==> src/rtl/irq_group_agg.sv <==
module irq_group_agg #(
  parameter int GPIO_W = 8,
  parameter int BUS_W  = 3,
  parameter int KEY_W  = 4,
  parameter int ADDR_W = 4,
  parameter int DATA_W = 8
) (
  input  logic              clk,
  input  logic              rst_n,
  input  logic [GPIO_W-1:0] gpio_pin,
  input  logic [BUS_W-1:0]  bus_pin,
  input  logic [KEY_W-1:0]  key_evt,
  input  logic              we,
  input  logic [ADDR_W-1:0] addr,
  input  logic [DATA_W-1:0] wdata,
  output logic [DATA_W-1:0] rdata,
  output logic              irq_n
);

  localparam int PIN_W = GPIO_W + BUS_W;
  localparam logic [ADDR_W-1:0] A_GST = ADDR_W'(0);
  localparam logic [ADDR_W-1:0] A_GMK = ADDR_W'(1);
  localparam logic [ADDR_W-1:0] A_GES = ADDR_W'(2);
  localparam logic [ADDR_W-1:0] A_BST = ADDR_W'(3);
  localparam logic [ADDR_W-1:0] A_BMK = ADDR_W'(4);
  localparam logic [ADDR_W-1:0] A_BES = ADDR_W'(5);
  localparam logic [ADDR_W-1:0] A_KST = ADDR_W'(6);
  localparam logic [ADDR_W-1:0] A_KMK = ADDR_W'(7);
  localparam logic [ADDR_W-1:0] A_SUM = ADDR_W'(8);

  logic [GPIO_W-1:0] gpio_st, gpio_mk, gpio_es, gpio_ev;
  logic [BUS_W-1:0]  bus_st, bus_mk, bus_es, bus_ev;
  logic [KEY_W-1:0]  key_st, key_mk;
  logic [PIN_W-1:0]  sync1, sync2, prev, esel, edge_ev;
  logic [2:0]        grp;

  // edge detection: two-flop synchronizer, then previous-value register
  assign esel    = {bus_es, gpio_es};
  assign edge_ev = (sync2 & ~prev & ~esel) | (~sync2 & prev & esel);
  assign gpio_ev = edge_ev[GPIO_W-1:0];
  assign bus_ev  = edge_ev[PIN_W-1:GPIO_W];

  always_ff @(posedge clk or negedge rst_n)
    if (!rst_n) begin
      sync1 <= '0;
      sync2 <= '0;
      prev  <= '0;
    end else begin
      sync1 <= {bus_pin, gpio_pin};
      sync2 <= sync1;
      prev  <= sync2;
    end

  wire wr_gst = we && addr == A_GST;
  wire wr_bst = we && addr == A_BST;
  wire wr_kst = we && addr == A_KST;

  always_ff @(posedge clk or negedge rst_n)
    if (!rst_n) begin
      gpio_st <= '0; gpio_mk <= '0; gpio_es <= '0;
      bus_st  <= '0; bus_mk  <= '0; bus_es  <= '0;
      key_st  <= '0; key_mk  <= '0;
    end else begin
      // set has priority over write-1-to-clear
      gpio_st <= (gpio_st & ~(wr_gst ? wdata[GPIO_W-1:0] : '0)) | gpio_ev;
      bus_st  <= (bus_st  & ~(wr_bst ? wdata[BUS_W-1:0]  : '0)) | bus_ev;
      key_st  <= (key_st  & ~(wr_kst ? wdata[KEY_W-1:0]  : '0)) | key_evt;
      if (we && addr == A_GMK) gpio_mk <= wdata[GPIO_W-1:0];
      if (we && addr == A_GES) gpio_es <= wdata[GPIO_W-1:0];
      if (we && addr == A_BMK) bus_mk  <= wdata[BUS_W-1:0];
      if (we && addr == A_BES) bus_es  <= wdata[BUS_W-1:0];
      if (we && addr == A_KMK) key_mk  <= wdata[KEY_W-1:0];
    end

  assign grp   = {|(key_st & key_mk), |(bus_st & bus_mk), |(gpio_st & gpio_mk)};
  assign irq_n = ~|grp;

  always_comb
    case (addr)
      A_GST:   rdata = DATA_W'(gpio_st);
      A_GMK:   rdata = DATA_W'(gpio_mk);
      A_GES:   rdata = DATA_W'(gpio_es);
      A_BST:   rdata = DATA_W'(bus_st);
      A_BMK:   rdata = DATA_W'(bus_mk);
      A_BES:   rdata = DATA_W'(bus_es);
      A_KST:   rdata = DATA_W'(key_st);
      A_KMK:   rdata = DATA_W'(key_mk);
      A_SUM:   rdata = DATA_W'(grp);
      default: rdata = '0;
    endcase

  p_only_evt_sets_r1: assert property (@(posedge clk) disable iff (!rst_n)
    1'b1 |=> ((gpio_st & ~$past(gpio_st) & ~$past(gpio_ev)) == '0));
  p_key_sets_r4: assert property (@(posedge clk) disable iff (!rst_n)
    1'b1 |=> ((key_st & $past(key_evt)) == $past(key_evt)));
  p_masked_quiet_r5: assert property (@(posedge clk) disable iff (!rst_n)
    (gpio_mk == '0 && bus_mk == '0 && key_mk == '0) |-> irq_n);
  p_w1c_r7: assert property (@(posedge clk) disable iff (!rst_n)
    wr_gst |=> ((gpio_st & $past(wdata[GPIO_W-1:0]) & ~$past(gpio_ev)) == '0));
  p_set_wins_r8: assert property (@(posedge clk) disable iff (!rst_n)
    1'b1 |=> ((gpio_st & $past(gpio_ev)) == $past(gpio_ev)));
  p_reset_quiet_r9: assert property (@(posedge clk)
    $rose(rst_n) |-> irq_n);
  p_summary_ro_r10: assert property (@(posedge clk) disable iff (!rst_n)
    (we && addr == A_SUM) |=> ($stable(gpio_mk) && $stable(bus_mk) && $stable(key_mk)));

endmodule

==> config.mk <==
export PLATFORM = sky130hd
export DESIGN_NAME = irq_group_agg
export DESIGN_NICKNAME = d
export VERILOG_FILES = /design/src/rtl/irq_group_agg.sv
export SDC_FILE = /design/constraint.sdc
export NUM_CORES = 1
export LEC_CHECK = 0
export CAP_MARGIN = 20
export CORE_UTILIZATION = 35
export DETAILED_ROUTE_END_ITERATION = 16
export PLACE_DENSITY = 0.55
export REMOVE_ABC_BUFFERS = 1
export SETUP_SLACK_MARGIN = 0.15
export SLEW_MARGIN = 20
export SYNTH_ARGS = -nofsm -noshare
export SYNTH_HDL_FRONTEND = slang
export SYNTH_SLANG_ARGS = --single-unit
==> constraint.sdc <==
create_clock -name clk -period 1.25 [get_ports clk]
set_input_delay 0.125 -clock clk [delete_from_list [all_inputs] [get_ports clk]]
set_output_delay 0.125 -clock clk [all_outputs]
set_load 0.01 [all_outputs]
After elaboration in Yosys (flattened, before gate mapping)
Index checks and enable logic that the tools add are counted.

Word-level logic and storage cells: 57. Output and inout port bits: 9. Bits in registers: 74. Bits of input ports: 30.

Mux-type cells: 4. Equal/unequal tests: 8. Bitwise logic cells: 20. Reductions and logical operators: 14.

Operators by type and width (number): case mux 8 bit (9 select lines) (1); AND 11 bit (4); NOT 11 bit (3); AND 8 bit (2); == test 4 x 3 -> 1 bit, second input constant (4); OR reduction 15 bit (1); OR 11 bit (1); AND 4 bit (2); == test 4 x 2 -> 1 bit, second input constant (2); logical AND 1 bit (8); two-way mux 8 bit (1); NOT 8 bit (1); OR 8 bit (1); OR reduction 8 bit (1); AND 3 bit (2); == test 4 x 1 -> 1 bit, second input constant (1); == test 4 bit, second input constant (1); logical NOT 4 bit (1); two-way mux 4 bit (1); NOT 4 bit (1); OR 4 bit (1); OR reduction 4 bit (1); two-way mux 3 bit (1); NOT 3 bit (1); other kinds (3) (3).

Longest topological paths before layout
Gate-level depths: netlist of run 1.

Word-level depth: 6. Depth in mapped cells: 6.

Worst setup path after synthesis of run 1
Ideal clock, no wire load.

Path type: register to output. Start: register key_st[1]. End: output rdata[1]. Stages on the path, launching flop included: 5. Data required time: 1.125 ns. Arrival time: 1.093 ns. Buffers on the path: 0. Setup slack: 0.032 ns. Cells stage by stage: dfrtp_1 -> and3_1 -> a211oi_1 -> a31oi_1 -> o31a_1.

Cells in the longest elaborated chain, start to end: 1.

Ends and longest elaborated chain: start: declaration (RTL line 33) `logic [KEY_W-1:0] key_st, key_mk;`; start signal: assignment (RTL line 67) `key_st <= (key_st & ~(wr_kst ? wdata[KEY_W-1:0] : '0)) | key_evt;`; case mux 8 bit (9 select lines) (RTL line 79) `case (addr)`; end: declaration (RTL line 16) `output logic [DATA_W-1:0] rdata,`.

No other way between the ends.

Worst setup path after layout of run 1
Same ends and word-level chain as after synthesis.

==> results.md, run 1 <==
- Status: complete, but fails checks
- Failing checks: negative setup slack
- Starting Density: 36.0%
- Vias in the first global route: 2423
- Syn_area_per_cell: 12.4 um2
- Fin Clk Skew: 3.28 ps
- Critical path required time: between 1000 and 1500 ps
- Largest family of logic cells by synthesized area: multiplexers
- Filler cell count: 760
- Pre-CTS WS: -925 ps
- Drt via density: 4.89
- Clock root cell: clkbuf_8
- Core footprint: 8640 um2
- Yosys warning count: 0
- FF+latch area: 1850 um2
- Min-delay worst type: input pin to flop
- Synth Flop Type: dfrtp_1
- Synth top area share: 59.6%
- Largest area contributor in the netlist: dfrtp_1
- WHS: 210 ps
- Number of routed nets with antenna violations: 0
- Multi-input gate area: 1380 um2
- #FFs+latches synth: 74
- Clock share of power: 30.6%
- Largest net degree at the start of global routing: 24
- Simple logic cell fraction of the synthesized area: 14.0%
- Combinational power share: between 20% and 30%
- Routed wire length: 7460 um
- Startpoint types: flop
- Final instance area: approximately 4700 um2
- Peak supply drop: 0.587 mV
- Row Count: 34
- Detailed router's first-iteration violation count: 72
- PnR worst setup slack: -494 ps
- Power Density: 1320 nW/um2
- Die area: roughly 9300 um2
- Synth Area in Compound Gates: 10.7%
- Rel. slew slack: 75.2%
- Mux share of post-synthesis cell area: 14.0%
- Worst slew pin tran: 371 ps
- Post-synth top cells: 74 x dfrtp_1, 32 x nand2_1, 28 x mux2_2, 21 x nor2_1, 12 x mux2i_1
- Min cycle time layout: 1740 ps
- Area contributors post-synth: dfrtp_1 60%, mux2_2 10%, mux2i_1 3.9%
- Total CTS buffers: 9
- Cell area after synthesis: 3110 um2
- Worst path slowest cell: dfrtp_1
- Post-DP HPWL: ~5200 um
- Net Sw Frac: ~26%
- Die Y-Extent: 96.2 um
- Fin. Hold Viols: 0
- Total Nets Final: 406
- First-pass GRT wire length: 12100 um
- Die X: 96.2 um
- CP endpoint kind: output pin
- Area after DPL: 4170 um2
- Synth Area in XOR/XNOR: 0%
- Post-Synthesis Cells: 251
- Worst reg2reg setup slack: 70 ps
- Total number of vias: 2384
- Gr usage total: 18.0%
- TritonCTS clock tree: yes
- Area Overhead vs Synth: 50.3%
- # diodes: 0
- P_sw: roughly 1.6 mW
- Final Setup Violations: 9
- Share of cells above drive strength 1: 46.3%
- # DRC: 0
- Critical Path Max Stage Delay: 430 ps
- Number of synthesized flops with an enable pin: 0
- Adder-Cell Fraction of Synth Area: 0%
- Crit-path cells: and3_4 -> a211oi_2 -> a31oi_1 -> o31a_1 -> buf_2
- Kind of critical path: flop to output pin
- Pint: 4.56 mW
- P_leak: between 2 and 2.5 nW
- IO buf count: 38
- Final period util: 139%
- Distinct cells, synth: 39
- First-pass iteration count of the detailed router: 4
- Skew-Pair Late Insertion Delay: roughly 350 ps
- Clk pin slew, worst setup/hold paths: 70 ps
- Max clock buf depth: 2
- GRT overflow: 0
- Routability cong.: 0.778
- Worst path top cell family by delay: compound AO/OA/AOI/OAI gates
- Buffers plus inverters on the worst setup path: 1
- Async SR Flop Fraction: 100%
- Maximum fanout along the worst path: 3
- Antenna violations before repair: 0
- Io pins: 39
- Clock Sinks: 74
- Top-count cell post-synth: dfrtp_1
- Max Cap Viol: 0
- Max-slew violations: 0
- Fmax: 0.574 GHz
- Sequential power share: 46.2%
- RSZ-0062 raised after global routing: true
- Register area share after synthesis: 59.6%
- DR WL/cell: approximately 15 um
- Crit path arrival time: 1620 ps
- H-tree depth: 3
==> kinds of logic (layout without fill, tap and decap cells) <==
group / after synthesis / after routing
AO/OA/AOI/OAI: 42 / 42
multiplexers: 40 / 40
flip-flops: 74 / 74
AND/OR/NAND/NOR: 85 / 85
buffers and inverters: 10 / 139
==> worst reg2reg max path, stage by stage (launching register included) <==
cell and delay (ps):
dfrtp_1 410, buf_6 130, buf_6 100, buf_6 100, a221o_1 330
==> worst paths after layout <==
kind | to | cells past startpoint | startpoint
max | rdata[1] | 5 | key_st[1]
min | sync1[2] | 1 | gpio_pin[2]
max reg2reg | gpio_st[7] | 4 | gpio_st[7]
min reg2reg | sync2[3] | 0 | sync1[3]
max in group asynchronous | sync1[4] | 3 | rst_n
min in group asynchronous | bus_st[0] | 2 | rst_n
==> routing by layer <==
metal,global-route usage [%],routed length (um),vias to the layer above
li1,-,-,1166
met4,5.97,99,0
met2,29.0,3660,29
met3,4.19,211,10
met5,0,0,-
met1,23.7,3490,1179
==> repair_timing <==
| item | in CTS | in global routing |
|---|---|---|
| setup buffers | 6 | 6 |
| gates resized for setup | 71 | 40 |
| hold buffers | 1 | 0 |
| setup endpoints to repair | 50 | 50 |
| pin swaps | 12 | 19 |
| cloned | 1 | 0 |
| endpoints found under the hold margin | 58 | 0 |
==> flip-flops by register name, indices dropped and copies added (netlist names) <==
| register | count |
|---|---|
| bus_st | 3 |
| bus_mk | 3 |
| gpio_mk | 8 |
| sync2 | 11 |
| key_st | 4 |
| gpio_st | 8 |
| key_mk | 4 |
| prev | 11 |
| gpio_es | 8 |
| sync1 | 11 |
| bus_es | 3 |
==> layout by cell type, fill, tap and decap left out, types with 2 or more instances in the layout <==
cell type / count
nor3b_1: 4
buf_6: 13
nand2b_1: 2
nor2_1: 19
mux2_4: 9
a21o_1: 6
and3_4: 2
a22oi_1: 5
nand3_4: 2
nor2_2: 2
mux2i_1: 9
dfrtp_1: 74
nand4_1: 2
a221o_1: 9
clkdlybuf4s50_1: 23
nor2b_1: 4
a22oi_2: 2
nand2_4: 2
a21oi_1: 4
buf_12: 5
buf_4: 67
mux2i_2: 3
nand2_1: 23
a31oi_1: 3
buf_2: 10
o21ai_0: 2
clkbuf_8: 11
nand2_2: 7
mux2_2: 19
clkbuf_2: 3
nor3_1: 4
==> cell type report <==
cell class,count,share of cell area (%)
timing repair buffer,124,23.6
sequential,74,39.7
clock inverter,4,1.10
clock buffer,11,3.24
multi-input combinational,167,29.5
tap,108,2.89
==> metrics by stage <==
stage	cells	power, mW	util [%]	setup TNS [ps]
after floorplan	241	3.34	-	0
after global routing	488	6.46	54.1	-3700
final	488	6.14	54.1	-2900
after global placement	459	4.11	48.3	-32170
after detailed placement	459	4.14	48.3	-32540
after CTS	482	6.12	52.3	-4100
==> power by group through the flow <==
stage	registers [mW]	clock network, mW	logic, mW
3_5_place_dp	2.87	0	1.27
4_1_cts	2.83	1.94	1.35
3_3_place_gp	2.87	0	1.24
6_report	2.84	1.88	1.42
2_1_floorplan	2.86	0	0.482
5_1_grt	2.88	2.02	1.56
Note: power is estimated with default switching activity, not from simulation.
==> inputs of run 2 (changes only) <==
Settings changed: CELL_PAD_IN_SITES_DETAIL_PLACEMENT set to 0, CELL_PAD_IN_SITES_GLOBAL_PLACEMENT set to 1, CORE_UTILIZATION 35 to 44, PLACE_DENSITY 0.55 to 0.78.
==> run 2 against run 1 <==
The run still ends with negative setup slack left; routed wire length is 1.6% higher; core utilization is 12 points higher; power is 4.7% lower; setup slack worse by 39 ps; critical path type unchanged; clock power is 11% lower; sequential share of layout area is 1.7 points higher; flip-flop and latch count stayed put; highest routed layer unchanged; cell count is 2.9% lower; clock skew is 1.7 ps higher; global-route usage is 4.4 points higher; first-iteration DRC count is 60% higher; combinational power is 6% lower.
==> results.md, run 2 (synthesized netlist as in run 1, its figures left out) <==
- Status: complete, but fails checks
- Failing checks: negative setup slack
- First-pass GRT wire length: ~12000 um
- P_leak: ~2.0 nW
- Max clock buf depth: 2
- RSZ-0062 raised after global routing: true
- Die Y-Extent: around 86 um
- Row Count: 30
- Core footprint: 6790 um2
- Largest net degree at the start of global routing: 50
- CP endpoint kind: output pin
- GRT overflow: 0
- DR WL/cell: ~16 um
- Detailed router's first-iteration violation count: 115
- H-tree depth: 3
- Peak supply drop: 0.854 mV
- Filler cell count: roughly 570
- IO buf count: 38
- Rel. slew slack: 77.0%
- TritonCTS clock tree: yes
- Most common cell after layout, fill and taps aside: dfrtp_1
- Routability cong.: 0.871
- Clk pin slew, worst setup/hold paths: 80 ps
- Crit path arrival time: 1660 ps
- Power Density: 1310 nW/um2
- Most frequent cells in the layout: 74 x dfrtp_1, 63 x buf_4, 27 x nand2_1
- Placed cells: about 450
- # DRC: 0
- Kind of critical path: flop to output pin
- Maximum fanout along the worst path: 2
- Clock Sinks: between 70 and 80
- Worst slew pin tran: around 340 ps
- Startpoint types: flop
- Max Cap Viol: 0
- Skew-Pair Late Insertion Delay: 350 ps
- TNS Setup: -2930 ps
- Layout Cells excl Fill: 474
- Antenna violations before repair: 0
- Total Nets Final: about 400
- Fmax: 0.561 GHz
- Number of routed nets with antenna violations: 0
- Vias in the first global route: 2411
- Share of cells above drive strength 1: a little over two fifths
- Die area: between 7000 and 8000 um2
- Post-DP HPWL: 5210 um
- PnR worst setup slack: -533 ps
- Io pins: 39
- Final period util: 143%
- Fin. Hold Viols: 0
- Total number of vias: 2437
- Max-slew violations: 0
- Drt via density: 5.14
- Min-delay worst type: input pin to flop
- # diodes: 0
- Final Setup Violations: 9
- Gr usage total: 22.4%
- Starting Density: 45.7%
- Die X: 86.0 um
- Min cycle time layout: 1780 ps
- Clock root cell: clkbuf_8
- Total CTS buffers: 9
- WHS: 201 ps
- Routed wire length: 7580 um
- Critical path required time: 1120 ps
- Fin Clk Skew: between 5 and 6 ps
- Area Overhead vs Synth: 44.0%
- Largest regs: prev (11), sync1 (11), sync2 (11)
- Final Util: 65.8%
- First-pass iteration count of the detailed router: 4
## run 2: cell count changes in the layout (fill, tap and decap cells not counted), sizes merged
cell	before	now
bufbuf	1	0
bufinv	1	0
## run 2: routing by layer
layer | share of wire (%) | global-route usage [%] | routed length [um] | vias up
met5 | 0 | 0 | 0 | -
met1 | 46 | 30.2 | 3470 | 1212
met4 | 2.2 | 9.24 | 163 | 0
met2 | 48 | 35.1 | 3660 | 44
met3 | 3.8 | 4.91 | 286 | 16
li1 | - | - | - | 1165
## run 2: final timing paths
path                             start         to  slack, ps  cells after the start
max in group asynchronous        rst_n  bus_mk[0]        650                      3
min reg2reg                   sync1[3]   sync2[3]        350                      0
max reg2reg                  bus_st[2]  bus_st[2]         40                      4
min                        gpio_pin[3]   sync1[3]        200                      1
max                          bus_mk[2]   rdata[2]       -530                      5
min in group asynchronous        rst_n    prev[9]        290                      3
## run 2: repair_timing
action / 4_1_cts / 5_1_grt
hold buffers: 1 / 0
endpoints found under the setup margin: 50 / 31
pin swaps: 15 / 8
hold endpoints to repair: 74 / 0
resized for setup: 88 / 11
gates cloned: 2 / 0
buffers inserted: 8 / 2
## run 2: metrics by stage
stage | cell area, um2 | setup WS (ps) | power, mW
4_1_cts | 4430 | -522 | 5.86
6_report | 4470 | -533 | 5.85
3_3_place_gp | 4090 | -859 | 4.07
3_5_place_dp | 4090 | -888 | 4.11
5_1_grt | 4470 | -565 | 6.14
2_1_floorplan | 3050 | 35.2 | 3.34
## run 2: cell type report
type	count	area (um2)	share of cell area, %
clock buffers	13	149	3.33
repair buffers	121	1010	22.6
multi-input cells	167	1320	29.4
flip-flops and latches	74	1850	41.4
well taps	96	120	2.69
clock inverters	3	25.0	0.559
## run 2: critical path, cell delays in order, from the launching register on
cell and delay (ps):
dfrtp_1 400, buf_4 140, mux2i_2 160, o32ai_1 140, a311o_1 330, buf_2 140
## run 2: report_power, final
| part | switching, mW | leakage, nW | total, mW | internal (mW) |
|---|---|---|---|---|
| sequential | 0.178 | 0.838 | 2.84 | 2.67 |
| combinational | 0.531 | 1.05 | 1.34 | 0.809 |
| clock | 0.882 | 0.0838 | 1.67 | 0.784 |
| total | 1.59 | 1.97 | 5.85 | 4.26 |
==> inputs of run 3 (changes only) <==
Settings changed: CORE_MARGIN set to 2, MAX_ROUTING_LAYER set to met4.
==> run 3 against run 2 <==
The run still ends with negative setup slack left; sequential power is essentially flat; via count is 1.1% higher; setup slack better by 38 ps; clock power rose by 11%; die area rose by 4.7%; sequential share of layout area is 1.8 points lower; combinational power grew 7%; clock skew rose by 0.96 ps; first-iteration DRC count decreased by 9.6%; maximum frequency rose by 2.2%; routed wire length is 0.78% higher; worst hold slack improved by 1.4 ps; largest cell class unchanged.
==> results.md, run 3 (synthesized netlist as in run 1, its figures left out) <==
- Combinational power share: 23.2%
- R2r worst-path depth: 4
- Clk pin slew, worst setup/hold paths: about 80 ps
- WHS Path Cells: 1
- PnR worst setup slack: -495 ps
- Power Density: around 1300 nW/um2
- IO buf count: 38
- Rel. slew slack: 73.5%
- Failing checks: negative setup slack
- GRT overflow: 0
- Pint: 4.49 mW
- Reg-to-reg critical path startpoint: gpio_st[6]
- Placed cells: 446
- Die area: around 7700 um2
- Routed wl met3: 273 um
- Min-delay worst type: input pin to flop
- Max Cap Viol: 0
- Wl on met1: 3520 um
- # diodes: 0
- Final period util: 140%
- Critical path required time: ~1100 ps
- Total number of vias: 2465
- # DRC: 0
- First-pass GRT wire length: 12900 um
- Status: complete, but fails checks
- Min cycle time layout: 1740 ps
- Vias in the first global route: roughly 2600
- Die X: around 90 um
- Highest Signal Layer: met4
- Most frequent cells in the layout: 74 x dfrtp_1, 73 x buf_4, 24 x nand2_1
- Met2 Routed Length: around 3700 um
- Maximum fanout along the worst path: 3
- Fmax: between 0.5 and 0.6 GHz
- Skew-Pair Late Insertion Delay: between 300 and 400 ps
- Fin. Hold Viols: 0
- Total CTS buffers: 9
- Max-slew violations: 0
- CP endpoint kind: output pin
- Clock Sinks: 74
- Worst reg2reg setup slack: 40 ps
- Routability cong.: between 0.8 and 0.9
- Fin Clk Skew: between 5 and 6 ps
- Share of cells above drive strength 1: 45.9%
- Antenna violations before repair: 0
- Die Y-Extent: just under 90 um
- Area Overhead vs Synth: 50.6%
- Core footprint: 6830 um2
- Clock root cell: clkbuf_8
- TNS Setup: -2740 ps
- Max clock buf depth: 2
- Largest net degree at the start of global routing: 31
- Io pins: 39
- Crit path arrival time: 1620 ps
- Hold Path Sink: sync1[1]
- TritonCTS clock tree: yes
- Hold path start: gpio_pin[1]
- Startpoint types: flop
- Kind of critical path: flop to output pin
- RSZ-0062 raised after global routing: true
- Post-DP HPWL: 5300 um
- Starting Density: between 40% and 50%
- Row Count: 30
- Clock share of power: 30.3%
- Drt via density: a little over 5
- P_leak: 2.10 nW
- Final Setup Violations: 9
- Detailed router's first-iteration violation count: about 100
- Net Sw Frac: a little over a quarter
- Most common cell after layout, fill and taps aside: dfrtp_1
- RR Endpoint: gpio_st[6]
- Routed wire length: 7640 um
- Sequential power share: 46.5%
- Gr usage total: between 20% and 30%
- DR WL/cell: 15.8 um
- Largest regs: prev (11), sync1 (11), sync2 (11)
- Worst slew pin tran: 398 ps
- WHS: 203 ps
- Total power: 6.15 mW
- H-tree depth: 3
- Peak supply drop: 0.807 mV
- First-pass iteration count of the detailed router: 4
- P_sw: between 1.5 and 2 mW
- Number of routed nets with antenna violations: 0
- Layout Cells excl Fill: 484
- Total Nets Final: approximately 410
[run 3: per-layer routing]
metal / vias to the layer above / GRT usage, %
met5: - / -
met4: 0 / 6.20
met3: 11 / 5.84
met2: 41 / 35.3
met1: 1233 / 30.4
li1: 1180 / -
[run 3: cell type report]
cell class              count  area, um2
fillers                   527       2150
repair buffers            131       1140
clock inverters             7       76.3
multi-input cells         167       1370
clock buffers               9        124
flip-flops and latches     74       1850
well taps                  96        120
[run 3: power groups by stage]
stage          clock, mW  combinational, mW  sequential [mW]
6_report            1.86               1.43             2.86
5_1_grt             2.04               1.56             2.89
4_1_cts             1.92               1.38             2.84
3_5_place_dp           0               1.24             2.88
3_3_place_gp           0               1.21             2.88
2_1_floorplan          0              0.482             2.86
[run 3: what timing repair did]
item / CTS / global route
hold buffers: 1 / 0
gates resized for setup: 98 / 12
endpoints found under the setup margin: 50 / 37
hold endpoints to repair: 27 / 0
buffers inserted: 17 / 2
pin swaps: 25 / 9
gates cloned: 2 / 0
[run 3: per-stage QoR]
stage / setup slack, ps / instance area, um2 / utilization (%)
after floorplan: 35.2 / 3050 / -
after global placement: -932 / 4120 / 60.3
after detailed placement: -923 / 4120 / 60.3
after CTS: -502 / 4620 / 67.6
after global routing: -568 / 4680 / 68.5
final: -495 / 4680 / 68.5
[run 3: how the worst max path moves through the flow]
stage                   start  endpoint  slack (ps)  cells past startpoint
floorplan           key_st[1]  rdata[1]          40                      4
detailed placement    addr[0]  rdata[2]        -920                      6
finish              key_st[2]  rdata[2]        -490                      5
global placement      addr[0]  rdata[2]        -930                      6
global route        bus_st[0]  rdata[1]        -570                      5
CTS                 bus_st[2]  rdata[1]        -500                      6
[run 3: critical path, cell delays in order (launching register included)]
cell	delay (ps)
dfrtp_1	410
mux2_2	270
nand2_1	50
a31oi_1	70
a311o_1	320
buf_2	140
